$ cat src/rtl/decade_pkg.sv
package decade_pkg;
  localparam int unsigned NSTAGE = 5;
  localparam int unsigned NSLOT  = 2 * NSTAGE;
  typedef logic [NSTAGE-1:0] ring_t;
  typedef logic [NSLOT-1:0]  slot_t;
endpackage

$ cat src/rtl/decade_sync.sv
module decade_sync #(
  parameter int unsigned WIDTH = 1
) (
  input  logic             clk_i,
  input  logic             rst_ni,
  input  logic [WIDTH-1:0] d_i,
  output logic [WIDTH-1:0] q_o
);
  logic [WIDTH-1:0] meta_q;

  always_ff @(posedge clk_i or negedge rst_ni) begin
    if (!rst_ni) begin
      meta_q <= '0;
      q_o    <= '0;
    end else begin
      meta_q <= d_i;
      q_o    <= meta_q;
    end
  end
endmodule

$ cat src/rtl/decade_advance.sv
module decade_advance (
  input  logic clk_i,
  input  logic rst_ni,
  input  logic cnt_clk_i,
  input  logic inhibit_i,
  output logic advance_o
);
  logic gate, gate_q;

  // Gated clock level; its rising edge covers both the clock rising and inhibit falling.
  assign gate = cnt_clk_i & ~inhibit_i;

  always_ff @(posedge clk_i or negedge rst_ni) begin
    if (!rst_ni) gate_q <= 1'b0;
    else         gate_q <= gate;
  end

  assign advance_o = gate & ~gate_q;
endmodule

$ cat src/rtl/decade_ring.sv
module decade_ring
  import decade_pkg::*;
#(
  parameter ring_t INIT_CODE = '0
) (
  input  logic  clk_i,
  input  logic  rst_ni,
  input  logic  adv_i,
  input  logic  clr_i,
  output ring_t q_o
);
  ring_t nxt;

  always_comb begin
    nxt    = {q_o[NSTAGE-2:0], ~q_o[NSTAGE-1]};
    // Anti-lock term: a lone 1 at bit 1 is not carried forward, which breaks illegal rings.
    nxt[2] = q_o[1] & (q_o[0] | q_o[2]);
  end

  always_ff @(posedge clk_i or negedge rst_ni) begin
    if (!rst_ni)    q_o <= INIT_CODE;
    else if (clr_i) q_o <= '0;
    else if (adv_i) q_o <= nxt;
  end
endmodule

$ cat src/rtl/decade_decode.sv
module decade_decode
  import decade_pkg::*;
(
  input  ring_t q_i,
  output slot_t slot_o,
  output logic  carry_o
);
  assign slot_o[0]      = ~q_i[NSTAGE-1] & ~q_i[0];
  assign slot_o[NSTAGE] =  q_i[NSTAGE-1] &  q_i[0];

  for (genvar k = 1; k < NSTAGE; k++) begin : g_pair
    assign slot_o[k]        =  q_i[k-1] & ~q_i[k];
    assign slot_o[NSTAGE+k] = ~q_i[k-1] &  q_i[k];
  end

  assign carry_o = ~q_i[NSTAGE-1];
endmodule

$ cat src/rtl/decade_ring_div.sv
module decade_ring_div
  import decade_pkg::*;
#(
  parameter ring_t INIT_CODE = '0
) (
  input  logic             clk_i,
  input  logic             rst_ni,
  input  logic             cnt_clk_i,
  input  logic             inhibit_i,
  input  logic             reset_i,
  output logic [NSLOT-1:0] slot_o,
  output logic             carry_o
);
  logic [2:0] raw_in, sync_in;
  logic       clr_s, advance;
  ring_t      ring_q;

  assign raw_in = {reset_i, inhibit_i, cnt_clk_i};

  decade_sync #(.WIDTH(3)) u_sync (
    .clk_i (clk_i),
    .rst_ni(rst_ni),
    .d_i   (raw_in),
    .q_o   (sync_in)
  );

  assign clr_s = sync_in[2];

  decade_advance u_adv (
    .clk_i    (clk_i),
    .rst_ni   (rst_ni),
    .cnt_clk_i(sync_in[0]),
    .inhibit_i(sync_in[1]),
    .advance_o(advance)
  );

  decade_ring #(.INIT_CODE(INIT_CODE)) u_ring (
    .clk_i (clk_i),
    .rst_ni(rst_ni),
    .adv_i (advance),
    .clr_i (clr_s),
    .q_o   (ring_q)
  );

  decade_decode u_dec (
    .q_i    (ring_q),
    .slot_o (slot_o),
    .carry_o(carry_o)
  );
endmodule

$ cat config.mk
export PLATFORM = sky130hd
export DESIGN_NAME = decade_ring_div
export DESIGN_NICKNAME = d
export VERILOG_FILES = /design/src/rtl/decade_pkg.sv /design/src/rtl/decade_sync.sv /design/src/rtl/decade_advance.sv /design/src/rtl/decade_ring.sv /design/src/rtl/decade_decode.sv /design/src/rtl/decade_ring_div.sv
export SDC_FILE = /design/constraint.sdc
export NUM_CORES = 1
export LEC_CHECK = 0
export BUFFER_PORTS_ARGS = -buffer_cell sky130_fd_sc_hd__buf_4
export CAP_MARGIN = 15
export CORE_AREA = 2 2 39 41
export CTS_CLUSTER_DIAMETER = 120
export DETAILED_ROUTE_END_ITERATION = 8
export DIE_AREA = 0 0 41 43
export PLACE_DENSITY_LB_ADDON = 0.05
export SETUP_SLACK_MARGIN = 0.5
export SYNTH_ARGS = -nofsm -noshare
export SYNTH_HDL_FRONTEND = slang
export SYNTH_SLANG_ARGS = --single-unit
export TNS_END_PERCENT = 1
$ cat constraint.sdc
create_clock -name clk_i -period 1.3 [get_ports clk_i]
set_input_delay 0.26 -clock clk_i [delete_from_list [all_inputs] [get_ports clk_i]]
set_output_delay 0.26 -clock clk_i [all_outputs]
set_load 0.1 [all_outputs]
==> load_flow_metrics.sql <==
INSERT INTO impl_metrics (metric_group, metric, value, unit) VALUES
('synth', 'synth-edff-count', '0', ''),
('synth', 'netlist_area', '493.0', 'sq um'),
('grt', 'grt_start_max_net_pins', '13', ''),
('placed_design', 'dpl-instance-area', '660.6', 'sq um'),
('grt', 'antenna_found_initial', '0', ''),
('routing', 'avgViaCountPerCell', '4.759', ''),
('sta', 'tightest_slew', '0.2067', 'ns'),
('pwr', 'ir_drop', '0.0006018', 'V'),
('routing', 'antenna_violating_nets_post_route', '0', ''),
('setup_path', 'slowest_stage', 'sky130_fd_sc_hd__dfrtp_2', ''),
('synth', 'sequential_to_total_area_share_from_yosys_stat', '60.91', '%'),
('final_layout', 'final_nets', '69', ''),
('placed_design', 'gp_routability_congestion', '0.7400', ''),
('sta', 'setup_viol', '10', ''),
('floorplan', 'ios', '16', ''),
('synth', 'yosys.area.top_type_share', '60.91', '%'),
('setup_path', 'crit_path_end_kind', 'output pin', ''),
('pwr', 'total_switching_power', '208.0', 'uW'),
('placed_design', 'dp_hpwl', '664.5', 'microns'),
('pwr', 'power_leakage', '0.0004082', 'uW'),
('sta', 'finalWorstSetupSlack', '-0.06089', 'ns'),
('grt', 'grt_first_pass_wirelength', '1469', 'microns'),
('sta', 'whs', '0.1017', 'ns'),
('job', 'drv.max_cap_violation_count', '0', ''),
('synth', 'synth_top_cell_by_area', 'sky130_fd_sc_hd__dfrtp_1', ''),
('grt', 'grt_pass1_vias', '353', ''),
('final_layout', 'drive_above_1_share', '71.43', '%'),
('synth', 'synthesis.area_per_instance', '12.64', 'sq um'),
('setup_path', 'critPathRequiredTime', '1.04', 'ns'),
('setup_path', 'critical_path_peak_fanout', '5', ''),
('synth', 'synthesis.instances', '39', ''),
('sta', 'totalNegativeSetupSlack', '-0.4146', 'ns'),
('setup_path', 'max_stage_delay', '0.44', 'ns'),
('synth', 'synth.top_cells.by_area', 'sky130_fd_sc_hd__dfrtp_1 61%, sky130_fd_sc_hd__nor2b_1 11%, sky130_fd_sc_hd__mux2i_1 4.1%', ''),
('clocking', 'path_clk_slew', '0.07', 'ns'),
('sta', 'rsz_0062_raised_after_global_routing', 'yes', ''),
('synth', 'synth_flop_type', 'sky130_fd_sc_hd__dfrtp_1', ''),
('status', 'run_status', 'complete, but fails checks', ''),
('final_layout', 'fin_cells', '79', ''),
('final_layout', 'syn2layout_area_growth', '87.06', '%'),
('synth', 'post_synth_most_frequent_cells', '12 x sky130_fd_sc_hd__dfrtp_1, 9 x sky130_fd_sc_hd__nor2b_1, 3 x sky130_fd_sc_hd__nand2b_1, 3 x sky130_fd_sc_hd__nor2_1', ''),
('clocking', 'clk-insertion-delay-late', '0.26', 'ns'),
('sta', 'max_freq', '0.7348', 'GHz'),
('synth', 'synth.lib_cells_used.distinct', '14', ''),
('final_layout', 'design_area', '922.1', 'sq um'),
('setup_path', 'criticalPathCategory', 'register to output pin', ''),
('routing', 'dr_pass1_iterations', '3', ''),
('worst_hold_path', 'hold_class', 'input pin to register', ''),
('pwr', 'internal_power', '622.3', 'uW'),
('clocking', 'clk_root_buffer_cell', 'sky130_fd_sc_hd__clkbuf_4', ''),
('clocking', 'total_clock_buffers_created_by_cts', '3', ''),
('sta', 'slew_viol_final', '0', ''),
('synth', 'post-synth-top-count-cell', 'sky130_fd_sc_hd__dfrtp_1', ''),
('clocking', 'cts_sinks', '12', ''),
('routing', 'postRouteWirelength', '967', 'microns'),
('grt', 'globalRouteTotalUtil', '13.04', '%'),
('placed_design', 'post-place-ws', '0.1231', 'ns'),
('setup_path', 'arrival', '1.10', 'ns'),
('clocking', 'cts_max_level', '1', ''),
('synth', 'synthesis.yosys.warnings', '0', ''),
('pwr', 'clock_network_fraction_of_total_power', '33.8', '%'),
('sta', 'number_of_hold_violations_in_the_final_report', '0', ''),
('status', 'violations', 'setup timing', ''),
('synth', 'ys_ff_latch', '12', ''),
('floorplan', 'design.core.area', '0.001384', 'sq mm'),
('floorplan', 'area_enclosed_by_the_die_boundary', '0.001763', 'sq mm'),
('placed_design', 'place.detailed.instances', '71', ''),
('floorplan', 'initial_core_util', '35.62', '%'),
('setup_path', 'worstPathCellList', 'nor2b_2, buf_12', ''),
('sta', 'timing.final.crit_period', '1.361', 'ns'),
('floorplan', 'std_cell_rows', '14', '');
==> final timing paths <==
kind	startpoint	end	slack [ns]	depth (start not counted)
max	u_ring.q_o[1]	slot_o[6]	-0.06	2
min	reset_i	u_sync.meta_q[2]	0.10	1
max reg2reg	u_sync.q_o[1]	u_ring.q_o[2]	0.09	2
min reg2reg	u_sync.meta_q[0]	u_sync.q_o[0]	0.35	0
max in group asynchronous	rst_ni	u_ring.q_o[1]	0.75	2
min in group asynchronous	rst_ni	u_sync.q_o[2]	0.38	2
==> logic make-up (layout without fill, tap and decap cells) <==
kind of cell,Yosys count,after routing,share of synthesized area [%]
AO/OA/AOI/OAI,2,2,4.315
flip-flops,12,12,60.91
AND/OR/NAND/NOR,20,20,26.90
multiplexers,3,3,6.345
buffers and inverters,2,26,1.523
==> placed cells by master (no fill, tap or decap) <==
cell / netlist / routed
sky130_fd_sc_hd__clkbuf_8: 0 / 1
sky130_fd_sc_hd__nor2_1: 3 / 1
sky130_fd_sc_hd__nand2b_1: 3 / 3
sky130_fd_sc_hd__or3b_4: 1 / 1
sky130_fd_sc_hd__inv_1: 2 / 1
sky130_fd_sc_hd__clkbuf_4: 0 / 3
sky130_fd_sc_hd__nor2b_4: 0 / 6
sky130_fd_sc_hd__dfrtp_2: 0 / 5
sky130_fd_sc_hd__o221a_1: 1 / 1
sky130_fd_sc_hd__and4bb_2: 1 / 1
sky130_fd_sc_hd__dfrtp_1: 12 / 7
sky130_fd_sc_hd__mux2i_1: 2 / 2
sky130_fd_sc_hd__buf_12: 0 / 11
sky130_fd_sc_hd__and2_4: 0 / 1
sky130_fd_sc_hd__a22o_4: 0 / 1
sky130_fd_sc_hd__mux2_4: 0 / 1
sky130_fd_sc_hd__inv_2: 0 / 1
sky130_fd_sc_hd__nor3b_2: 0 / 1
sky130_fd_sc_hd__nor2_4: 0 / 1
sky130_fd_sc_hd__buf_4: 0 / 8
sky130_fd_sc_hd__nor2b_2: 0 / 1
sky130_fd_sc_hd__and2b_2: 1 / 1
sky130_fd_sc_hd__nor2_2: 0 / 1
sky130_fd_sc_hd__nor2b_1: 9 / 2
sky130_fd_sc_hd__dlygate4sd3_1: 0 / 1
==> state kept, by name, summed over array words and instances (netlist names) <==
name           flops
u_sync.q_o         3
u_sync.meta_q      3
u_ring.q_o         5
u_adv.gate_q       1
==> cell type report <==
class | instances | share of cell area (%)
inverters | 2 | 0.8141
multi-input cells | 25 | 28.36
flip-flops and latches | 12 | 33.24
well taps | 16 | 2.171
repair buffers | 20 | 31.48
clock buffers | 4 | 3.935
==> stage by stage <==
stage / power, uW / utilization, %
floorplan: 484.3 / -
global placement: 518.3 / 47.74
detailed placement: 520.8 / 47.74
CTS: 843.9 / 65.37
global route: 880.1 / 66.64
finish: 830.4 / 66.64
==> worst max-delay path, delay by kind of cell, from the launching register on <==
kind | cells | cell delay, ns
and+or+nand+nor | 1 | 0.21
DFF | 1 | 0.44
buffers and inverters | 1 | 0.19
==> routing by layer <==
layer / global-route usage [%] / wire [microns]
met5: 0 / 0
met4: 6.000 / 0
met3: 4.712 / 52
met2: 20.31 / 526
met1: 15.22 / 387
==> power by group through the flow <==
stage / Clock (uW) / Sequential (uW) / Combinational (uW)
after floorplan: 0 / 405 / 79.4
after global routing: 322 / 407 / 151
after detailed placement: 0 / 409 / 112
after CTS: 297 / 404 / 143
after global placement: 0 / 408 / 110
final: 281 / 405 / 145
==> what timing repair did <==
item / in CTS / in global routing
endpoints found under the hold margin: 12 / 0
pin swaps: 4 / 4
hold buffers: 1 / 0
setup buffers: 3 / 0
gates cloned: 0 / 0
setup endpoints to repair: 16 / 16
gates resized for setup: 46 / 3
Power figures use the tool's default switching activity.
